--- config.mk ---
export PLATFORM = sky130hd
export DESIGN_NAME = pulse_width_timer
export DESIGN_NICKNAME = d
export VERILOG_FILES = /design/src/rtl/pwt_pkg.sv /design/src/rtl/pwt_sync.sv /design/src/rtl/pwt_edge.sv /design/src/rtl/pwt_ctrl.sv /design/src/rtl/pulse_width_timer.sv
export SDC_FILE = /design/constraint.sdc
export NUM_CORES = 1
export LEC_CHECK = 0
export BUFFER_PORTS_ARGS = -buffer_cell sky130_fd_sc_hd__buf_4
export CORE_MARGIN = 8
export CORE_UTILIZATION = 45
export DETAILED_ROUTE_END_ITERATION = 12
export PLACE_DENSITY = 0.65
export SLEW_MARGIN = 0
export SYNTH_ARGS = -nofsm -noshare
export SYNTH_HDL_FRONTEND = slang
export SYNTH_SLANG_ARGS = --single-unit
--- constraint.sdc ---
create_clock -name clk -period 4.3 [get_ports clk]
set_input_delay 0.43 -clock clk [delete_from_list [all_inputs] [get_ports clk]]
set_output_delay 0.43 -clock clk [all_outputs]
set_load 0.05 [all_outputs]
--- src/rtl/pwt_pkg.sv ---
package pwt_pkg;
    typedef enum logic [1:0] {
        ST_OFF   = 2'd0,
        ST_ARMED = 2'd1,
        ST_RUN   = 2'd2
    } phase_e;

    localparam logic MODE_HIGH = 1'b0;
    localparam logic MODE_LOW  = 1'b1;
endpackage

--- src/rtl/pwt_sync.sv ---
module pwt_sync #(
    parameter int STAGES = 2
) (
    input  logic clk,
    input  logic rst_n,
    input  logic async_i,
    output logic sync_o
);
    logic [STAGES-1:0] chain_q;

    generate
        for (genvar g = 0; g < STAGES; g++) begin : g_stage
            if (g == 0) begin : g_first
                always_ff @(posedge clk or negedge rst_n) begin
                    if (!rst_n) chain_q[g] <= 1'b0;
                    else        chain_q[g] <= async_i;
                end
            end else begin : g_rest
                always_ff @(posedge clk or negedge rst_n) begin
                    if (!rst_n) chain_q[g] <= 1'b0;
                    else        chain_q[g] <= chain_q[g-1];
                end
            end
        end
    endgenerate

    assign sync_o = chain_q[STAGES-1];
endmodule

--- src/rtl/pwt_edge.sv ---
module pwt_edge (
    input  logic clk,
    input  logic rst_n,
    input  logic level_i,
    output logic rise_o,
    output logic fall_o
);
    logic prev_q;

    always_ff @(posedge clk or negedge rst_n) begin
        if (!rst_n) prev_q <= 1'b0;
        else        prev_q <= level_i;
    end

    assign rise_o = level_i & ~prev_q;
    assign fall_o = ~level_i & prev_q;
endmodule

--- src/rtl/pwt_ctrl.sv ---
module pwt_ctrl
    import pwt_pkg::*;
#(
    parameter int CW = 16
) (
    input  logic          clk,
    input  logic          rst_n,
    input  logic          tick_i,
    input  logic          rise_i,
    input  logic          fall_i,
    input  logic          start_i,
    input  logic          stop_i,
    input  logic          mode_wr_i,
    input  logic          mode_i,
    output logic          mode_o,
    output logic          enabled_o,
    output logic [CW-1:0] count_o,
    output logic [CW-1:0] capture_o,
    output logic          ovf_o,
    output logic          irq_o
);
    localparam logic [CW-1:0] CNT_MAX = {CW{1'b1}};

    typedef struct packed {
        phase_e        phase;
        logic          mode;
        logic [CW-1:0] cnt;
        logic          wrapped;
        logic [CW-1:0] cap;
        logic          ovf;
        logic          irq;
    } ctrl_t;

    ctrl_t s_d, s_q;
    logic  begin_edge, end_edge;

    always_comb begin
        begin_edge = (s_q.mode == MODE_LOW) ? fall_i : rise_i;
        end_edge   = (s_q.mode == MODE_LOW) ? rise_i : fall_i;

        s_d     = s_q;
        s_d.irq = 1'b0;

        if (mode_wr_i && (s_q.phase == ST_OFF)) begin
            s_d.mode = mode_i;
        end

        if (stop_i) begin
            s_d.phase = ST_OFF;
        end else if (start_i) begin
            s_d.phase = ST_ARMED;
        end else begin
            unique case (s_q.phase)
                ST_ARMED: begin
                    if (begin_edge) begin
                        s_d.cnt     = '0;
                        s_d.wrapped = 1'b0;
                        s_d.phase   = ST_RUN;
                    end
                end
                ST_RUN: begin
                    if (end_edge) begin
                        s_d.cap   = s_q.cnt;
                        s_d.ovf   = s_q.wrapped;
                        s_d.irq   = 1'b1;
                        s_d.phase = ST_ARMED;
                    end else if (tick_i) begin
                        s_d.cnt = s_q.cnt + 1'b1;
                        if (s_q.cnt == CNT_MAX) begin
                            s_d.wrapped = 1'b1;
                        end
                    end
                end
                default: ;
            endcase
        end
    end

    always_ff @(posedge clk or negedge rst_n) begin
        if (!rst_n) begin
            s_q.phase   <= ST_OFF;
            s_q.mode    <= MODE_HIGH;
            s_q.cnt     <= '0;
            s_q.wrapped <= 1'b0;
            s_q.cap     <= '0;
            s_q.ovf     <= 1'b0;
            s_q.irq     <= 1'b0;
        end else begin
            s_q <= s_d;
        end
    end

    assign mode_o    = s_q.mode;
    assign enabled_o = (s_q.phase != ST_OFF);
    assign count_o   = s_q.cnt;
    assign capture_o = s_q.cap;
    assign ovf_o     = s_q.ovf;
    assign irq_o     = s_q.irq;
endmodule

--- src/rtl/pulse_width_timer.sv ---
module pulse_width_timer #(
    parameter int CW          = 16,
    parameter int SYNC_STAGES = 2
) (
    input  logic          clk,
    input  logic          rst_n,
    input  logic          tick_i,
    input  logic          pin_i,
    input  logic          start_i,
    input  logic          stop_i,
    input  logic          mode_wr_i,
    input  logic          mode_i,
    output logic          mode_o,
    output logic          enabled_o,
    output logic [CW-1:0] count_o,
    output logic [CW-1:0] capture_o,
    output logic          ovf_o,
    output logic          irq_o
);
    logic pin_sync, pin_rise, pin_fall;

    pwt_sync #(.STAGES(SYNC_STAGES)) u_sync (
        .clk     (clk),
        .rst_n   (rst_n),
        .async_i (pin_i),
        .sync_o  (pin_sync)
    );

    pwt_edge u_edge (
        .clk     (clk),
        .rst_n   (rst_n),
        .level_i (pin_sync),
        .rise_o  (pin_rise),
        .fall_o  (pin_fall)
    );

    pwt_ctrl #(.CW(CW)) u_ctrl (
        .clk       (clk),
        .rst_n     (rst_n),
        .tick_i    (tick_i),
        .rise_i    (pin_rise),
        .fall_i    (pin_fall),
        .start_i   (start_i),
        .stop_i    (stop_i),
        .mode_wr_i (mode_wr_i),
        .mode_i    (mode_i),
        .mode_o    (mode_o),
        .enabled_o (enabled_o),
        .count_o   (count_o),
        .capture_o (capture_o),
        .ovf_o     (ovf_o),
        .irq_o     (irq_o)
    );
endmodule

==> results_dict.tcl, run 1 <==
set metrics [dict create \
    synth_edf_count 0 \
    final_nets 258 \
    cts_buffer_depth 2 \
    port_buffers 43 \
    rsz0062_at_grt "false" \
    skew_ns 0.00363 \
    postSynthAreaPerCell_um2 9.46 \
    crit_required_ns 4.49 \
    n_antenna_cell 0 \
    fin_tns_setup_ns 0 \
    p_leak_nw 1.23 \
    startpoint_type "register" \
    synth-main-ff-cell "dfrtp_1" \
    synth_cells 235 \
    hold_path.class "primary input to async pin" \
    syn_to_final_growth_pct 9.97 \
    tightest_slew_ns 0.877 \
    cp_slowest_cell "o21ai_2" \
    vias_per_cell 5.04 \
    synthArstFlopShare_pct 100 \
    finalCritPeriodShare_pct 53.8 \
    num_vias 1581 \
    synth-seq-cells 41 \
    drive_gt1_share_pct 26.7 \
    end_kind "register" \
    crit_path_max_incr_delay_ns 0.60 \
    die_y_um 86.3 \
    status "finished, final reports clean" \
    finalHoldViolCount 0 \
    critical_path_buf_inv_count 1 \
    hold_buffers 0 \
    grt_antenna_before_repair 0 \
    finalSetupViolations 0 \
    clk_latency_ns 0.29 \
    min_period_ns 2.31 \
    post_cts_buffers 0 \
    numCtsBuffers 5 \
    synth.largest_area_cell "dfrtp_1" \
    wl_per_cell_um 13.5 \
    ys_warn_count 0 \
    clock-sinks 41 \
    rows 25 \
    yosys-top-cells-area "dfrtp_1, buf_4, nand2_1" \
    drtAntennaViolNets 0 \
    slew_viol_final 0 \
    die_area_um2 7440 \
    ir_drop_v 0.000194 \
    utilization_pct 51.4 \
    floorplan.initialDensity_pct 46.7 \
    grt_max_degree 42 \
    crit_chain "inv_1 -> ha_1 -> o22ai_2 -> o21ai_2 -> o21ai_0 -> o31ai_1" \
    root_buffer "clkbuf_8" \
    gp_congestion 0.783 \
    crit_family "compound AO/OA/AOI/OAI gates" \
    die_w_um 86.3 \
    drt_pass1_iterations 4 \
    maxCapViolCount 0 \
    relSlewSlack_pct 41.4 \
    grt_use_total_pct 13.2 \
    synth_top_area_share_pct 46.2 \
    syn-num-nets 247 \
    synth_cell_types 42 \
    wirelength_um 4220 \
    clkTransAtPathRegs_ns 0.07 \
    critPathKind "register to register" \
    drc 0 \
    ctsResizeCount 0 \
    grt_pass1_vias 1665 \
    arrival_ns 2.50 \
    ios 44 \
    cts_tree "done" \
    drtIter0Drc 113 \
    grt_pass1_wl_um 7900 \
    pwr_density_cell_nw_per_um2 326 \
    synth_seq_area_share_pct 46.2 \
    h-tree-depth 2 \
    max_freq_ghz 0.432 \
    core-area_um2 4750 \
    path_max_fanout 22 \
    synth_area_um2 2220 \
    grt-ovfl-total 0 \
    dp_hpwl_um 2940 \
]
==> routing by layer <==
layer / track usage, % / up-vias / part of all wire (%)
met5: 0 / - / 0
met4: 3.76 / 0 / 1.0
met3: 5.58 / 5 / 8.2
met2: 22.2 / 45 / 47
met1: 15.0 / 739 / 44
li1: - / 792 / -
==> cells in the mapped netlist (3+ instances only) <==
cell type and instances:
and2_1 9, buf_2 4, buf_4 34, dfrtp_1 41, ha_1 4, inv_1 5, nand2_1 61, nand3_1 5
nand4_1 3, nor2_1 3, o21ai_0 15, o31ai_1 10
==> path summary, 6_finish.rpt <==
path | startpoint | endpoint | slack (ns) | cells after the start
setup / recovery | u_ctrl.s_q[36] | u_ctrl.count_o[3] | 1.99 | 6
max in group asynchronous | rst_n | u_ctrl.irq_o | 3.84 | 1
setup reg to reg | u_ctrl.s_q[36] | u_ctrl.count_o[3] | 1.99 | 6
hold reg to reg | u_sync.chain_q[0] | u_sync.sync_o | 0.35 | 0
min in group clk | pin_i | u_sync.chain_q[0] | 0.24 | 1
hold / removal | rst_n | u_ctrl.s_q[36] | 0.11 | 1
==> through the flow <==
| step | worst slack (ns) | instance area, µm² | hold WS (ns) | instances | power (W) |
|---|---|---|---|---|---|
| final | 1.99 | 2440 | 0.109 | 314 | 0.000796 |
| after global routing | 1.61 | 2440 | 0.141 | 314 | 0.000840 |
| after CTS | 1.91 | 2440 | 0.121 | 314 | 0.000810 |
| after detailed placement | 1.96 | 2340 | 0.340 | 306 | 0.000534 |
| after global placement | 2.01 | 2340 | 0.333 | 306 | 0.000532 |
| after floorplan | 2.50 | 2220 | 0.134 | 235 | 0.000504 |
==> flip-flops by register name, indices dropped and copies added, names as in the netlist <==
register / cells
u_ctrl.capture_o: 16
u_ctrl.count_o: 16
u_ctrl.s_q: 3
u_ctrl.irq_o: 1
u_ctrl.mode_o: 1
u_ctrl.ovf_o: 1
u_edge.prev_q: 1
u_sync.chain_q: 1
u_sync.sync_o: 1
==> cells in the final DEF (no fill, tap or decap), types with 3 or more instances in the layout <==
master | Yosys | layout
nand4_1 | 3 | 3
nand3_1 | 5 | 5
ha_1 | 4 | 4
o31ai_1 | 10 | 10
clkbuf_8 | 0 | 7
and2_1 | 9 | 9
dfrtp_1 | 41 | 41
nand2_1 | 61 | 61
buf_4 | 34 | 43
inv_1 | 5 | 5
o21ai_0 | 15 | 15
nor2_1 | 3 | 3
==> final cells by class <==
class                           count  area, µm²
Clock buffer                        7       96.3
Clock inverter                      1       5.00
Fill cell                         472       2310
Inverter                            6       22.5
Multi-Input combinational cell    149        887
Sequential cell                    41       1030
Tap cell                           67       83.8
Timing Repair Buffer               43        323
==> kinds of logic (layout without fill, tap and decap cells) <==
kind of cell | after synthesis | count (layout) | synth area share, %
simple gates | 99 | 99 | 22.6
buf+inv | 45 | 57 | 13.9
compound gates | 43 | 43 | 13.6
flops | 41 | 41 | 46.2
fa+ha+maj | 4 | 4 | 2.25
mux | 3 | 3 | 1.52
==> report_power, final <==
| part | leakage (nW) | total, W | internal [W] | switching (W) |
|---|---|---|---|---|
| Combinational | 0.616 | 0.000111 | 0.0000376 | 0.0000732 |
| Sequential | 0.560 | 0.000414 | 0.000397 | 0.0000168 |
| Clock | 0.0542 | 0.000272 | 0.000145 | 0.000127 |
| Total | 1.23 | 0.000796 | 0.000579 | 0.000217 |
(Power assumes the default switching activity.)
==> run 2, diff against run 1 <==
--- a/config.mk
+++ b/config.mk
@@ -9,7 +9,7 @@
 export CORE_MARGIN = 8
 export CORE_UTILIZATION = 45
 export DETAILED_ROUTE_END_ITERATION = 12
-export PLACE_DENSITY = 0.65
+export PLACE_DENSITY = 0.68
 export SLEW_MARGIN = 0
 export SYNTH_ARGS = -nofsm -noshare
 export SYNTH_HDL_FRONTEND = slang
==> constraint.sdc (replaced) <==
create_clock -name clk -period 1.9 [get_ports clk]
set_input_delay 0.19 -clock clk [delete_from_list [all_inputs] [get_ports clk]]
set_output_delay 0.19 -clock clk [all_outputs]
set_load 0.05 [all_outputs]
==> run 2 against run 1 <==
Compared with the run above: sequential power up 130%; wire length up 8.5%; hold slack worse by 0.0074 ns.
==> results_dict.tcl, run 2 (synthesis gave the netlist of run 1 again) <==
set metrics [dict create \
    combPwrFrac_pct 16.5 \
    crit_path_max_incr_delay_ns 0.48 \
    slew_viol_final 0 \
    cp_common_cell "buf_4" \
    crit_required_ns 2.12 \
    use_met1_pct 16.0 \
    root_buffer "clkbuf_8" \
    clock-sinks 41 \
    core-area_um2 4750 \
    maxCapViolCount 0 \
    cts_tree "done" \
    fin_ws_ns 0.0983 \
    rows 25 \
    finalSetupViolations 0 \
    critical_path_buf_inv_count 3 \
    num_vias 1683 \
    arrival_ns 2.02 \
    numCtsBuffers 5 \
    seq_power_share_pct 51.7 \
    p_switching_w 0.000510 \
    floorplan.initialDensity_pct 46.7 \
    drtAntennaViolNets 0 \
    swShare_pct 28.2 \
    die_y_um 86.3 \
    h-tree-depth 2 \
    wl_per_cell_um 14.1 \
    grt-ovfl-total 0 \
    die_w_um 86.3 \
    drtIter0Drc 81 \
    status "finished, final reports clean" \
    finalCritPeriodShare_pct 94.8 \
    drt_pass1_iterations 4 \
    final_common_cell "nand2_1" \
    vias_per_cell 5.16 \
    grt_pass1_vias 1706 \
    drive_gt1_share_pct 30.1 \
    wirelength_um 4580 \
    min_period_ns 1.80 \
    n_antenna_cell 0 \
    final_cell_mix "nand2_1, buf_4, dfrtp_1" \
    cp_slowest_cell "or4b_4" \
    final_cells 326 \
    grt_antenna_before_repair 0 \
    skew_ns 0.00412 \
    clkTransAtPathRegs_ns 0.07 \
    tightest_slew_ns 0.523 \
    crit_chain "inv_1 -> ha_1 -> buf_4 -> buf_4 -> or4b_4 -> o211ai_2" \
    pwr-share-clk_pct 31.8 \
    max_freq_ghz 0.555 \
    p_leak_nw 1.30 \
    dp_hpwl_um 3100 \
    startpoint_type "register" \
    post-place-cells 316 \
    crit_family "buffers and inverters" \
    met3_usage_pct 3.69 \
    intPower_w 0.00130 \
    use_met2_pct 21.2 \
    grt_max_degree 42 \
    pre_cts_ws_ns -0.115 \
    pwr_density_cell_nw_per_um2 696 \
    end_kind "register" \
    ios 44 \
    critPathKind "register to register" \
    port_buffers 43 \
    die_area_um2 7440 \
    hold_path.class "primary input to register" \
    finalHoldViolCount 0 \
    rsz0062_at_grt "true" \
    ir_drop_v 0.000335 \
    final_nets 271 \
    grt.busiest_layer "met2" \
    drc 0 \
    syn_to_final_growth_pct 16.8 \
    relSlewSlack_pct 65.2 \
    path_max_fanout 17 \
    grt_pass1_wl_um 7850 \
    grt_use_total_pct 13.1 \
    gp_congestion 0.772 \
    clk_latency_ns 0.29 \
    cts_buffer_depth 2 \
]
## run 2: per-stage QoR
stage | cell area [µm²] | TNS, ns | total power [W] | hold slack [ns] | util (%)
after floorplan | 2220 | 0 | 0.00114 | -0.106 | -
after global placement | 2430 | -0.127 | 0.00122 | 0.209 | 51.1
after detailed placement | 2430 | -1.32 | 0.00123 | 0.211 | 51.1
after CTS | 2550 | 0 | 0.00181 | 0.0800 | 53.7
after global routing | 2600 | -0.0862 | 0.00189 | 0.0998 | 54.6
final | 2600 | 0 | 0.00181 | 0.102 | 54.6
## run 2: repair_timing
| action | in CTS | in global routing |
|---|---|---|
| resized for setup | 4 | 9 |
| endpoints found under the setup margin | 15 | 14 |
| hold buffers | 2 | 0 |
| endpoints found under the hold margin | 42 | 0 |
| setup buffers | 0 | 1 |
## run 2: area by class of cell
class | instances | area (µm²)
Clock buffer | 7 | 86.3
Fill cell | 456 | 2160
Inverter | 6 | 22.5
Multi-Input combinational cell | 149 | 940
Sequential cell | 41 | 1030
Tap cell | 67 | 83.8
Timing Repair Buffer | 56 | 438
## run 2: power groups by stage
stage,clock [W],combinational (W),sequential (W)
final,0.000573,0.000299,0.000934
after detailed placement,0,0.000276,0.000950
after global routing,0.000622,0.000325,0.000939
after global placement,0,0.000272,0.000949
after floorplan,0,0.000185,0.000956
after CTS,0.000594,0.000285,0.000933
## run 2: path summary, 6_finish.rpt
path,start,end,slack [ns],cells after the start
max,u_ctrl.s_q[36],u_ctrl.count_o[15],0.1,6
min,stop_i,u_ctrl.s_q[36],0.10,2
max reg2reg,u_ctrl.s_q[36],u_ctrl.count_o[15],0.1,6
min reg2reg,u_sync.chain_q[0],u_sync.sync_o,0.35,0
max in group asynchronous,rst_n,u_ctrl.mode_o,1.12,2
min in group asynchronous,rst_n,u_ctrl.s_q[37],0.42,2
## run 2: routing by layer
layer | wire length, µm | up-vias
met5 | 0 | -
met4 | 62 | 0
met3 | 286 | 7
met2 | 2200 | 38
met1 | 2030 | 813
li1 | - | 825
==> run 3, diff against run 2 <==
--- a/config.mk
+++ b/config.mk
@@ -9,6 +9,7 @@
 export CORE_MARGIN = 8
 export CORE_UTILIZATION = 45
 export DETAILED_ROUTE_END_ITERATION = 12
+export MAX_ROUTING_LAYER = met4
 export PLACE_DENSITY = 0.68
 export SLEW_MARGIN = 0
 export SYNTH_ARGS = -nofsm -noshare
==> run 3 against run 2 <==
Compared with the run above: clock-buffer cell count unchanged; clock power about the same; clock skew up 0.00059 ns; hold slack worse by 0.0046 ns; global-route usage up 0.36 points; via count down 2.2%; critical path depth unchanged; wire length up 0.41%.
==> results_dict.tcl, run 3 (synthesis gave the netlist of run 1 again) <==
set metrics [dict create \
    reg2reg_slack_ns 0.09 \
    rows 25 \
    root_buffer "clkbuf_8" \
    hold-path-cell-count 2 \
    pre_cts_ws_ns -0.115 \
    syn_to_final_growth_pct 16.8 \
    finalCritPeriodShare_pct 95.1 \
    combPwrFrac_pct 16.6 \
    ios 44 \
    intPower_w 0.00130 \
    relSlewSlack_pct 64.6 \
    grt_max_degree 42 \
    cts_tree "done" \
    clk_latency_ns 0.29 \
    final_cell_mix "nand2_1, buf_4, dfrtp_1" \
    numCtsBuffers 5 \
    pwr_density_cell_nw_per_um2 695 \
    die_area_um2 7440 \
    p_switching_w 0.000507 \
    reg2reg_depth 6 \
    wirelength_um 4600 \
    max_freq_ghz 0.553 \
    grt_pass1_wl_um 7860 \
    slew_viol_final 0 \
    grt_antenna_before_repair 0 \
    port_buffers 43 \
    swShare_pct 28.1 \
    end_kind "register" \
    pwr-share-clk_pct 31.6 \
    min_to "u_ctrl.s_q[36]" \
    seq_power_share_pct 51.8 \
    hp-start "stop_i" \
    final_common_cell "nand2_1" \
    rr_endpoint "u_ctrl.count_o[15]" \
    die_w_um 86.3 \
    startpoint_type "register" \
    ir_drop_v 0.000336 \
    utilization_pct 54.6 \
    cts_buffer_depth 2 \
    crit_required_ns 2.12 \
    hold_path.class "primary input to register" \
    worst_hold_slack_ns 0.0975 \
    p_leak_nw 1.30 \
    skew_ns 0.00471 \
    clkTransAtPathRegs_ns 0.07 \
    min_period_ns 1.81 \
    floorplan.initialDensity_pct 46.7 \
    drt_pass1_iterations 4 \
    status "finished, final reports clean" \
    critPathKind "register to register" \
    maxCapViolCount 0 \
    path_max_fanout 17 \
    gp_congestion 0.783 \
    num_vias 1646 \
    wl_per_cell_um 14.1 \
    dp_hpwl_um 3100 \
    finalSetupViolations 0 \
    drive_gt1_share_pct 30.1 \
    drtAntennaViolNets 0 \
    core-area_um2 4750 \
    drc 0 \
    tightest_slew_ns 0.530 \
    final_nets 271 \
    vias_per_cell 5.05 \
    r2r-start "u_ctrl.s_q[36]" \
    h-tree-depth 2 \
    rsz0062_at_grt "true" \
    arrival_ns 2.03 \
    grt-ovfl-total 0 \
    n_antenna_cell 0 \
    grt_pass1_vias 1705 \
    finalHoldViolCount 0 \
    clock-sinks 41 \
    fin_ws_ns 0.0929 \
    grt_use_total_pct 13.4 \
    drtIter0Drc 70 \
    die_y_um 86.3 \
]
==> run 3: cell counts in the layout (fill, tap and decap cells not counted) <==
Identical to the previous run, type by type.
==> run 3: final cells by class <==
cell class                 count  area, µm²
clock buffer                   7       86.3
multi-input combinational    149        940
tap                           67       83.8
inverter                       6       22.5
fill                         456       2160
timing repair buffer          56        438
sequential                    41       1030
==> run 3: stage by stage <==
stage	power [W]	instances	setup TNS, ns	instance area, µm²
after detailed placement	0.00123	316	-1.32	2430
final	0.00180	326	0	2600
after floorplan	0.00114	235	0	2220
after global placement	0.00122	316	-0.127	2430
after global routing	0.00189	326	-0.0862	2600
after CTS	0.00181	325	0	2550
==> run 3: repair_timing <==
item                       CTS  global route
setup endpoints to repair   15            14
pin swaps                    0             0
hold buffers                 2             0
cloned                       0             0
buffers inserted             0             1
hold endpoints to repair    42             0
gates resized for setup      4             9
==> run 3: power by group through the flow <==
stage,clock network [W],logic [W],registers [W]
after floorplan,0,0.000185,0.000956
after global placement,0,0.000272,0.000949
after detailed placement,0,0.000276,0.000950
after CTS,0.000594,0.000285,0.000933
after global routing,0.000622,0.000325,0.000939
final,0.000570,0.000299,0.000934
==> run 3: worst max path at each step <==
| stage | to | from | slack, ns | cells past startpoint |
|---|---|---|---|---|
| finish | u_ctrl.count_o[15] | u_ctrl.s_q[36] | 0.09 | 6 |
| global route | u_ctrl.count_o[12] | u_ctrl.s_q[36] | -0.03 | 7 |
| CTS | u_ctrl.count_o[12] | u_ctrl.s_q[37] | 0.02 | 6 |
| detailed placement | u_ctrl.count_o[6] | u_ctrl.s_q[37] | -0.12 | 8 |
| global placement | u_ctrl.count_o[12] | u_ctrl.s_q[37] | -0.02 | 8 |
| floorplan | u_ctrl.s_q[18] | u_ctrl.s_q[37] | 0.1 | 8 |
==> run 3: critical path: stages (launching register included) <==
cell and delay, ns:
dfrtp_1 0.39, inv_1 0.10, ha_1 0.24, buf_4 0.19, buf_4 0.21, or4b_4 0.48, o211ai_2 0.14
==> run 3: metal layers <==
layer  up-vias  global-route usage, %  part of all wire (%)
met5         -                      -                     0
met2        31                   21.2                    47
met1       783                   16.3                    48
met3         5                   3.21                   4.7
li1        827                      -                     -
met4         0                   5.16                  0.83
